==> src/rtl/dotp_pkg.sv <==
package dotp_pkg;

    localparam int DEF_DATA_W     = 32;
    localparam int DEF_ACC_W      = 64;
    localparam int DEF_ADDR_W     = 32;
    localparam int DEF_ELEM_BYTES = 4;

    typedef enum logic [1:0] {
        ST_IDLE  = 2'd0,
        ST_RUN   = 2'd1,
        ST_DRAIN = 2'd2
    } run_state_e;

endpackage

==> src/rtl/dotp_issue.sv <==
module dotp_issue
    import dotp_pkg::*;
#(
    parameter int ADDR_W     = DEF_ADDR_W,
    parameter int CNT_W      = DEF_DATA_W,
    parameter int ELEM_BYTES = DEF_ELEM_BYTES
) (
    input  logic                    clk,
    input  logic                    rst,
    input  logic                    start,
    input  logic [ADDR_W-1:0]       base_a,
    input  logic [ADDR_W-1:0]       base_b,
    input  logic signed [CNT_W-1:0] len,
    input  logic                    pipe_empty,
    output logic                    accept,
    output logic                    rd_req,
    output logic [ADDR_W-1:0]       rd_addr_a,
    output logic [ADDR_W-1:0]       rd_addr_b,
    output logic                    busy,
    output logic                    done
);

    localparam logic [ADDR_W-1:0] STEP = ADDR_W'(ELEM_BYTES);

    run_state_e              state;
    logic [ADDR_W-1:0]       ptr_a, ptr_b;
    logic signed [CNT_W-1:0] left;

    assign accept    = (state == ST_IDLE) && start;
    assign rd_req    = (state == ST_RUN);
    assign busy      = (state != ST_IDLE);
    assign rd_addr_a = ptr_a;
    assign rd_addr_b = ptr_b;

    always_ff @(posedge clk) begin
        if (rst) begin
            state <= ST_IDLE;
            ptr_a <= '0;
            ptr_b <= '0;
            left  <= '0;
            done  <= 1'b0;
        end else begin
            done <= 1'b0;
            unique case (state)
                ST_IDLE: begin
                    if (start) begin
                        ptr_a <= base_a;
                        ptr_b <= base_b;
                        left  <= len;
                        state <= (len > 0) ? ST_RUN : ST_DRAIN;
                    end
                end
                ST_RUN: begin
                    ptr_a <= ptr_a + STEP;
                    ptr_b <= ptr_b + STEP;
                    left  <= left - 1'b1;
                    if (left <= 1) state <= ST_DRAIN;
                end
                ST_DRAIN: begin
                    if (pipe_empty) begin
                        done  <= 1'b1;
                        state <= ST_IDLE;
                    end
                end
                default: state <= ST_IDLE;
            endcase
        end
    end

    // consecutive fetches step by one element on both lanes
    p_addr_step_r3: assert property (@(posedge clk) disable iff (rst)
        (rd_req && $past(rd_req)) |->
            (rd_addr_a == $past(rd_addr_a) + STEP) && (rd_addr_b == $past(rd_addr_b) + STEP));

    // a non-positive count never produces a fetch
    p_nonpos_len_r5: assert property (@(posedge clk) disable iff (rst)
        (accept && (len <= 0)) |=> !rd_req);

    // completion is a single-cycle pulse
    p_done_pulse_r7: assert property (@(posedge clk) disable iff (rst)
        done |=> !done);

    // a start seen while busy does not reload the pointers mid-run
    p_busy_ignore_r6: assert property (@(posedge clk) disable iff (rst)
        (busy && start && rd_req && $past(rd_req)) |=>
            (rd_addr_a == $past(rd_addr_a) + STEP) || !rd_req);

endmodule

==> src/rtl/dotp_mul.sv <==
module dotp_mul
    import dotp_pkg::*;
#(
    parameter int DATA_W = DEF_DATA_W
) (
    input  logic                     clk,
    input  logic                     rst,
    input  logic                     in_vld,
    input  logic signed [DATA_W-1:0] op_a,
    input  logic signed [DATA_W-1:0] op_b,
    output logic                     out_vld,
    output logic signed [DATA_W-1:0] prod
);

    localparam int FULL_W = 2 * DATA_W;

    logic signed [FULL_W-1:0] full;

    assign full = op_a * op_b;

    always_ff @(posedge clk) begin
        if (rst) begin
            out_vld <= 1'b0;
            prod    <= '0;
        end else begin
            out_vld <= in_vld;
            if (in_vld) prod <= full[DATA_W-1:0];
        end
    end

endmodule

==> src/rtl/dotp_acc.sv <==
module dotp_acc
    import dotp_pkg::*;
#(
    parameter int DATA_W = DEF_DATA_W,
    parameter int ACC_W  = DEF_ACC_W
) (
    input  logic                     clk,
    input  logic                     rst,
    input  logic                     clear,
    input  logic                     in_vld,
    input  logic signed [DATA_W-1:0] term,
    output logic signed [ACC_W-1:0]  sum
);

    logic signed [ACC_W-1:0] term_ext;

    generate
        if (ACC_W > DATA_W) begin : g_widen
            assign term_ext = {{(ACC_W-DATA_W){term[DATA_W-1]}}, term};
        end else begin : g_narrow
            assign term_ext = term[ACC_W-1:0];
        end
    endgenerate

    always_ff @(posedge clk) begin
        if (rst) begin
            sum <= '0;
        end else if (clear) begin
            sum <= '0;
        end else if (in_vld) begin
            sum <= sum + term_ext;
        end
    end

    // an accepted start leaves a zero sum behind it
    p_clear_r1: assert property (@(posedge clk) disable iff (rst)
        clear |=> (sum == '0));

endmodule

==> src/rtl/dotp_engine.sv <==
module dotp_engine
    import dotp_pkg::*;
#(
    parameter int DATA_W     = DEF_DATA_W,
    parameter int ACC_W      = DEF_ACC_W,
    parameter int ADDR_W     = DEF_ADDR_W,
    parameter int ELEM_BYTES = DEF_ELEM_BYTES
) (
    input  logic                     clk,
    input  logic                     rst,
    input  logic                     start,
    input  logic [ADDR_W-1:0]        base_a,
    input  logic [ADDR_W-1:0]        base_b,
    input  logic signed [DATA_W-1:0] len,
    output logic                     busy,
    output logic                     done,
    output logic signed [ACC_W-1:0]  result,
    output logic                     rd_req,
    output logic [ADDR_W-1:0]        rd_addr_a,
    output logic [ADDR_W-1:0]        rd_addr_b,
    input  logic signed [DATA_W-1:0] rd_data_a,
    input  logic signed [DATA_W-1:0] rd_data_b
);

    logic                     accept;
    logic                     data_vld;
    logic                     prod_vld;
    logic signed [DATA_W-1:0] prod;
    logic                     pipe_empty;

    assign pipe_empty = !data_vld && !prod_vld;

    always_ff @(posedge clk) begin
        if (rst) data_vld <= 1'b0;
        else     data_vld <= rd_req;
    end

    dotp_issue #(
        .ADDR_W    (ADDR_W),
        .CNT_W     (DATA_W),
        .ELEM_BYTES(ELEM_BYTES)
    ) u_issue (
        .clk       (clk),
        .rst       (rst),
        .start     (start),
        .base_a    (base_a),
        .base_b    (base_b),
        .len       (len),
        .pipe_empty(pipe_empty),
        .accept    (accept),
        .rd_req    (rd_req),
        .rd_addr_a (rd_addr_a),
        .rd_addr_b (rd_addr_b),
        .busy      (busy),
        .done      (done)
    );

    dotp_mul #(.DATA_W(DATA_W)) u_mul (
        .clk    (clk),
        .rst    (rst),
        .in_vld (data_vld),
        .op_a   (rd_data_a),
        .op_b   (rd_data_b),
        .out_vld(prod_vld),
        .prod   (prod)
    );

    dotp_acc #(.DATA_W(DATA_W), .ACC_W(ACC_W)) u_acc (
        .clk   (clk),
        .rst   (rst),
        .clear (accept),
        .in_vld(prod_vld),
        .term  (prod),
        .sum   (result)
    );

    // done only once both pipeline stages are empty
    p_drain_r9: assert property (@(posedge clk) disable iff (rst)
        done |-> (!data_vld && !prod_vld && !rd_req));

    // an idle engine holds its result until a start arrives
    p_result_hold_r7: assert property (@(posedge clk) disable iff (rst)
        (!busy && !start && !done) |=> $stable(result));

endmodule

==> config.mk <==
export PLATFORM = sky130hd
export DESIGN_NAME = dotp_engine
export DESIGN_NICKNAME = d
export VERILOG_FILES = /design/src/rtl/dotp_pkg.sv /design/src/rtl/dotp_issue.sv /design/src/rtl/dotp_mul.sv /design/src/rtl/dotp_acc.sv /design/src/rtl/dotp_engine.sv
export SDC_FILE = /design/constraint.sdc
export NUM_CORES = 2
export LEC_CHECK = 0
export BUFFER_PORTS_ARGS = -buffer_cell sky130_fd_sc_hd__buf_2
export CAP_MARGIN = 5
export CORE_ASPECT_RATIO = 1.2
export CORE_UTILIZATION = 47
export CTS_BUF_LIST = sky130_fd_sc_hd__clkbuf_4
export DETAILED_ROUTE_END_ITERATION = 10
export PLACE_DENSITY_LB_ADDON = 0.12
export SLEW_MARGIN = 30
export SYNTH_ARGS = -nofsm -noshare
export SYNTH_HDL_FRONTEND = slang
export SYNTH_SLANG_ARGS = --single-unit
==> constraint.sdc <==
create_clock -name clk -period 9.3 [get_ports clk]
set_input_delay 0.93 -clock clk [delete_from_list [all_inputs] [get_ports clk]]
set_output_delay 0.93 -clock clk [all_outputs]
set_load 0.005 [all_outputs]
After elaboration in Yosys (flattened, before gate mapping)
Index checks and enable logic that the tools add are counted.

word-level totals
  memories = 0
  memory bits (writable) = 0
  flip-flop bits (word level) = 197
  memory bits (read-only) = 0
  bits in latches = 0
  logic and storage cells = 45

operators by class
  $mul = 1
  shift-type cells = 0
  order comparisons = 2
  add/sub/neg operators = 4
  bitwise gates (word level) = 1
  equal/unequal tests = 5
  reductions and logical operators = 11
  muxes and demuxes = 12
  div/mod/pow operators = 0

operators with widths
  cell                                                             number
  one-hot mux 32 bit (2 select lines)                              3
  2-to-1 mux 32 bit                                                3
  adder 32 x 3 -> 32 bit, second input constant                    2
  adder 64 x 32 -> 64 bit                                          1
  > comparator 32 x 1 -> 1 bit, second input constant              1
  less-or-equal comparator 32 x 2 -> 1 bit, second input constant  1
  multiplier 32 x 32 -> 32 bit                                     1
  subtractor 32 x 1 -> 32 bit, second input constant               1
  2-to-1 mux 2 bit                                                 4
  one-hot mux 2 bit (3 select lines)                               1
  inequality test 2 bit, second input constant                     2
  nonzero test 2 bit                                               2
  OR reduction 2 bit                                               2
  AND reduction 3 bit                                              1
  == test 2 x 1 -> 1 bit, second input constant                    1
  == test 2 bit, second input constant                             1
  logical AND 1 bit                                                2
  zero test 1 bit                                                  2
  zero test 2 bit                                                  1
  inequality test 2 x 1 -> 1 bit, second input constant            1
  AND reduction 2 bit                                              1
  2-to-1 mux 1 bit                                                 1
  inverter 1 bit                                                   1

Logic depth before layout (Yosys ltp)
  depth in word-level cells = 4
  mapped depth = 28
  mapped depth without buffers = 26

By module
From an unflattened synthesis, not the netlist that was laid out.

second synthesis, totals
  cell total of the unflattened synthesis = 3373
  area total of the unflattened synthesis = 28846.4 µm²

modules (own cells, without submodules)
  module       instances  cells an instance  seq. area each (µm²)  area each (µm²)
  dotp_mul     1          1926               660.6                 17486.8
  dotp_acc     1          741                1281.2                5868.1
  dotp_issue   1          703                1981.9                5454.0
  dotp_engine  1          3                  20.0                  37.5

Worst setup path after synthesis
No wires, ideal clock.

  path type = input -> register
  start = in rd_data_b[3]
  end = reg u_mul.prod[28]
  stages = 26
  setup time = 0.125 ns
  data arrival time = 7.319 ns
  setup slack = 1.856 ns
  required time = 9.175 ns
  path buffers = 2
  cells stage by stage = clkbuf_1 -> clkbuf_1 -> and2_1 -> fa_1 -> fa_1 -> inv_1 -> fa_1 -> fa_1 -> inv_1 -> fa_1 -> ha_1 -> fa_1 -> inv_1 -> fa_1 -> inv_1 -> ha_1 -> a21o_1 -> a21o_1 -> a21oi_1 -> o21ai_0 -> nor4_1 -> a21oi_1 -> a221o_1 -> o31ai_1 -> xor2_1 -> o21ai_0

between the ends
  cells in the longest elaborated chain, start to end = 1

ends and longest elaborated chain
  element                       RTL line           source
  from (decl)                   dotp_engine.sv:22  input logic signed [DATA_W-1:0] rd_data_b
  multiplier 32 x 32 -> 32 bit  dotp_mul.sv:19     assign full = op_a * op_b;
  to (signal assigned)          dotp_mul.sv:27     if (in_vld) prod <= full[DATA_W-1:0];
  to (decl)                     dotp_mul.sv:12     output logic signed [DATA_W-1:0] prod

No other way between the ends.
A chain may end at the register's enable or synchronous reset.

Final worst setup path
  start = in rd_data_b[2]
  end = reg u_mul.prod[28]

The elaborated chain is that of the path after synthesis.

==> run_results.csv <==
group,metric,value,unit
run_status,status,"completed",
clocking,clk_latency,660,ps
clocking,holdBufCountCts,0,
timing,setup_violations,0,
critical_path,timing.rr.start,"u_mul.prod[31]",
critical_path,critPathCapture,"u_mul.prod[28]",
critical_path,r2r_cells,12,
placed_design,portBuffers,293,
timing,max-slew-margin-rel,41.5,%
floorplanning,coreArea,0.0608,sq mm
worst_hold_path,hold_path.class,"flip-flop to flip-flop",
critical_path,startpoint,"rd_data_b[2]",
grt,grt_start_max_net_pins,75,
clocking,clock_sinks,197,
timing,tns,0,ps
placed_design,gp_congestion,0.906,
detailed_routing,ant_nets,0,
job,max-cap-violations,0,
synthesis,synthCells,3456,
critical_path,r2r_end,"u_acc.sum[63]",
synthesis,synth_top_area_share,28.4,%
critical_path,cp_data_arrival_time,7830,ps
synthesis,ys_warn_count,0,
grt,antenna_found_initial,4,
critical_path,crit_fanout,30,
detailed_routing,wl_per_cell,18.9,um
timing,fin_crit,7280,ps
synthesis,synthFlopType,"dfxtp_1",
clocking,cts_buffers,17,
grt,track_usage,27.0,%
clocking,clockBufferDepth,2,
synthesis,ys_seq_area_share,13.7,%
synthesis,yosysMostFrequentCell,"inv_1",
critical_path,r2r_slack,5390,ps
synthesis,synthTopCellsByCount,"484 x inv_1, 409 x fa_1, 352 x and2_1, 336 x nand2_1, 217 x ha_1",
critical_path,endpoint_kind,"flip-flop",
timing,tightestPinTransition,877,ps
detailed_routing,post_drt_via_cell_ratio,5.46,
floorplanning,die_y,274,um
grt,grt_pass1_vias,24465,
synthesis,avgSynthCellArea,8.36,sq um
clocking,cts.repair.resized,0,
synthesis,synth_edf_count,0,
synthesis,synth_area_leaders,"fa_1 28%, dfxtp_1 14%, ha_1 9.4%",
floorplanning,die_x,228,um
final_layout,area_growth,7.55,%
grt,grt_first_pass_wirelength,134000,um
floorplanning,start_util,47.5,%
floorplanning,boundaryPins,294,
clocking,clock-root-buffer,"clkbuf_4",
synthesis,synth_seq_cells,197,
clocking,cts.clk_slew.worst_paths,190,ps
critical_path,path_class,"input port to flip-flop",
timing,fin_skew,35.3,ps
synthesis,synth_fp_nets,4245,
synthesis,syn_area,0.0289,sq mm
final_layout,fillers,6107,
placed_design,hpwl,64600,um
critical_path,crit_path_start_kind,"input port",
final_layout,nets,4369,
detailed_routing,vias,24048,
final_layout,drive_above_1_share,10.2,%
detailed_routing,dr.pass1.iters,6,
clocking,cts_tree,"done",
synthesis,async_flop_share,0,%
detailed_routing,wl,83200,um
clocking,htree_levels,4,
detailed_routing,drc,0,
floorplanning,die_area,0.0624,sq mm
grt,grt_overflow,0,
timing,slew_viol_final,0,
timing,hold_violations,0,
synthesis,yosysTopAreaCell,"fa_1",
clocking,cts_setup_buffers,0,
critical_path,worstPathRequired,9850,ps
timing,fmax,137,MHz
floorplanning,rows,99,
timing,timing.final.crit_share,78.2,%
detailed_routing,drt_iter0_drc,1528,
timing,rsz0062_at_grt,"false",
synthesis,ys_types,73,
layout make-up:
type / count / area [sq um] / share of cell area (%)
diodes: 4 / 10.0 / 0.0322
clock buffers: 17 / 128 / 0.411
clock inverters: 15 / 168 / 0.540
inverters: 485 / 1820 / 5.86
multi-input cells: 2572 / 22400 / 72.0
flip-flops and latches: 197 / 3950 / 12.7
well taps: 808 / 1010 / 3.26
repair buffers: 307 / 1590 / 5.13
layout by cell type, fill, tap and decap left out, drive strengths merged, types with 17 or more instances in the layout:
| cell type | instances |
|---|---|
| clkbuf | 17 |
| a211oi | 73 |
| and2 | 352 |
| nand2 | 337 |
| ha | 217 |
| nand3 | 50 |
| a21o | 49 |
| xnor2 | 107 |
| nand2b | 20 |
| buf | 307 |
| o22ai | 41 |
| mux2i | 61 |
| nor3 | 43 |
| fa | 409 |
| nor4 | 21 |
| o21ai | 129 |
| nor2 | 198 |
| dfxtp | 197 |
| o21bai | 20 |
| inv | 493 |
| xor2 | 45 |
| nand4 | 41 |
| a21oi | 183 |
sequential cells by signal (all words and copies together), names as in the netlist:
| name | cells |
|---|---|
| data_vld | 1 |
| u_acc.sum | 64 |
| u_issue.done | 1 |
| u_issue.left | 32 |
| u_issue.rd_addr_a | 32 |
| u_issue.rd_addr_b | 32 |
| u_issue.state | 2 |
| u_mul.out_vld | 1 |
| u_mul.prod | 32 |
per-stage QoR:
stage,cell area (sq um),cells,setup WS [ps],hold WS (ps),utilization [%]
after global routing,31100,4405,1600,461,51.1
after floorplan,28900,3456,1860,429,-
after detailed placement,30700,4369,1300,450,50.6
after CTS,31000,4401,2060,444,51.0
final,31100,4405,2020,473,51.1
after global placement,30700,4368,1360,444,50.5
worst min-delay path by stage:
stage,start,endpoint,slack (ps),cells past startpoint
2_1_floorplan,u_mul.prod[28],u_mul.prod[28],430,2
3_3_place_gp,u_issue.rd_addr_b[1],u_issue.rd_addr_b[1],440,2
3_5_place_dp,u_issue.rd_addr_a[0],u_issue.rd_addr_a[0],450,2
4_1_cts,base_b[0],u_issue.rd_addr_b[0],440,3
5_1_grt,base_b[0],u_issue.rd_addr_b[0],460,3
6_report,u_issue.rd_addr_b[0],u_issue.rd_addr_b[0],470,2
metal layers:
metal,share of wire (%),GRT usage (%)
met1,44,34.6
met5,0,0
met2,49,47.5
met4,3.6,10.0
met3,4.0,2.24
worst max-delay path, cell delays in order:
cell	delay [ps]
buf_2	550
and2_1	250
fa_1	410
fa_1	490
inv_1	50
fa_1	490
fa_1	560
inv_1	60
fa_1	440
ha_1	290
fa_1	480
inv_1	50
fa_1	470
inv_1	40
ha_1	330
a21o_1	180
a21o_1	170
a21oi_1	200
o21ai_0	170
nor4_1	190
a21oi_1	140
a221o_1	370
o31ai_1	240
xor2_1	160
o21ai_0	80
cell families after synthesis:
group,count (synthesis),share of synthesized area [%]
simple gates,1127,19.7
buf+inv,687,8.94
fa+ha+maj,626,37.8
compound gates,606,13.2
flops,197,13.7
xor+xnor,152,4.61
mux,61,2.11
Power is not shown: default switching activity piles up to over one toggle a cycle in this logic, so the estimate is an artifact.
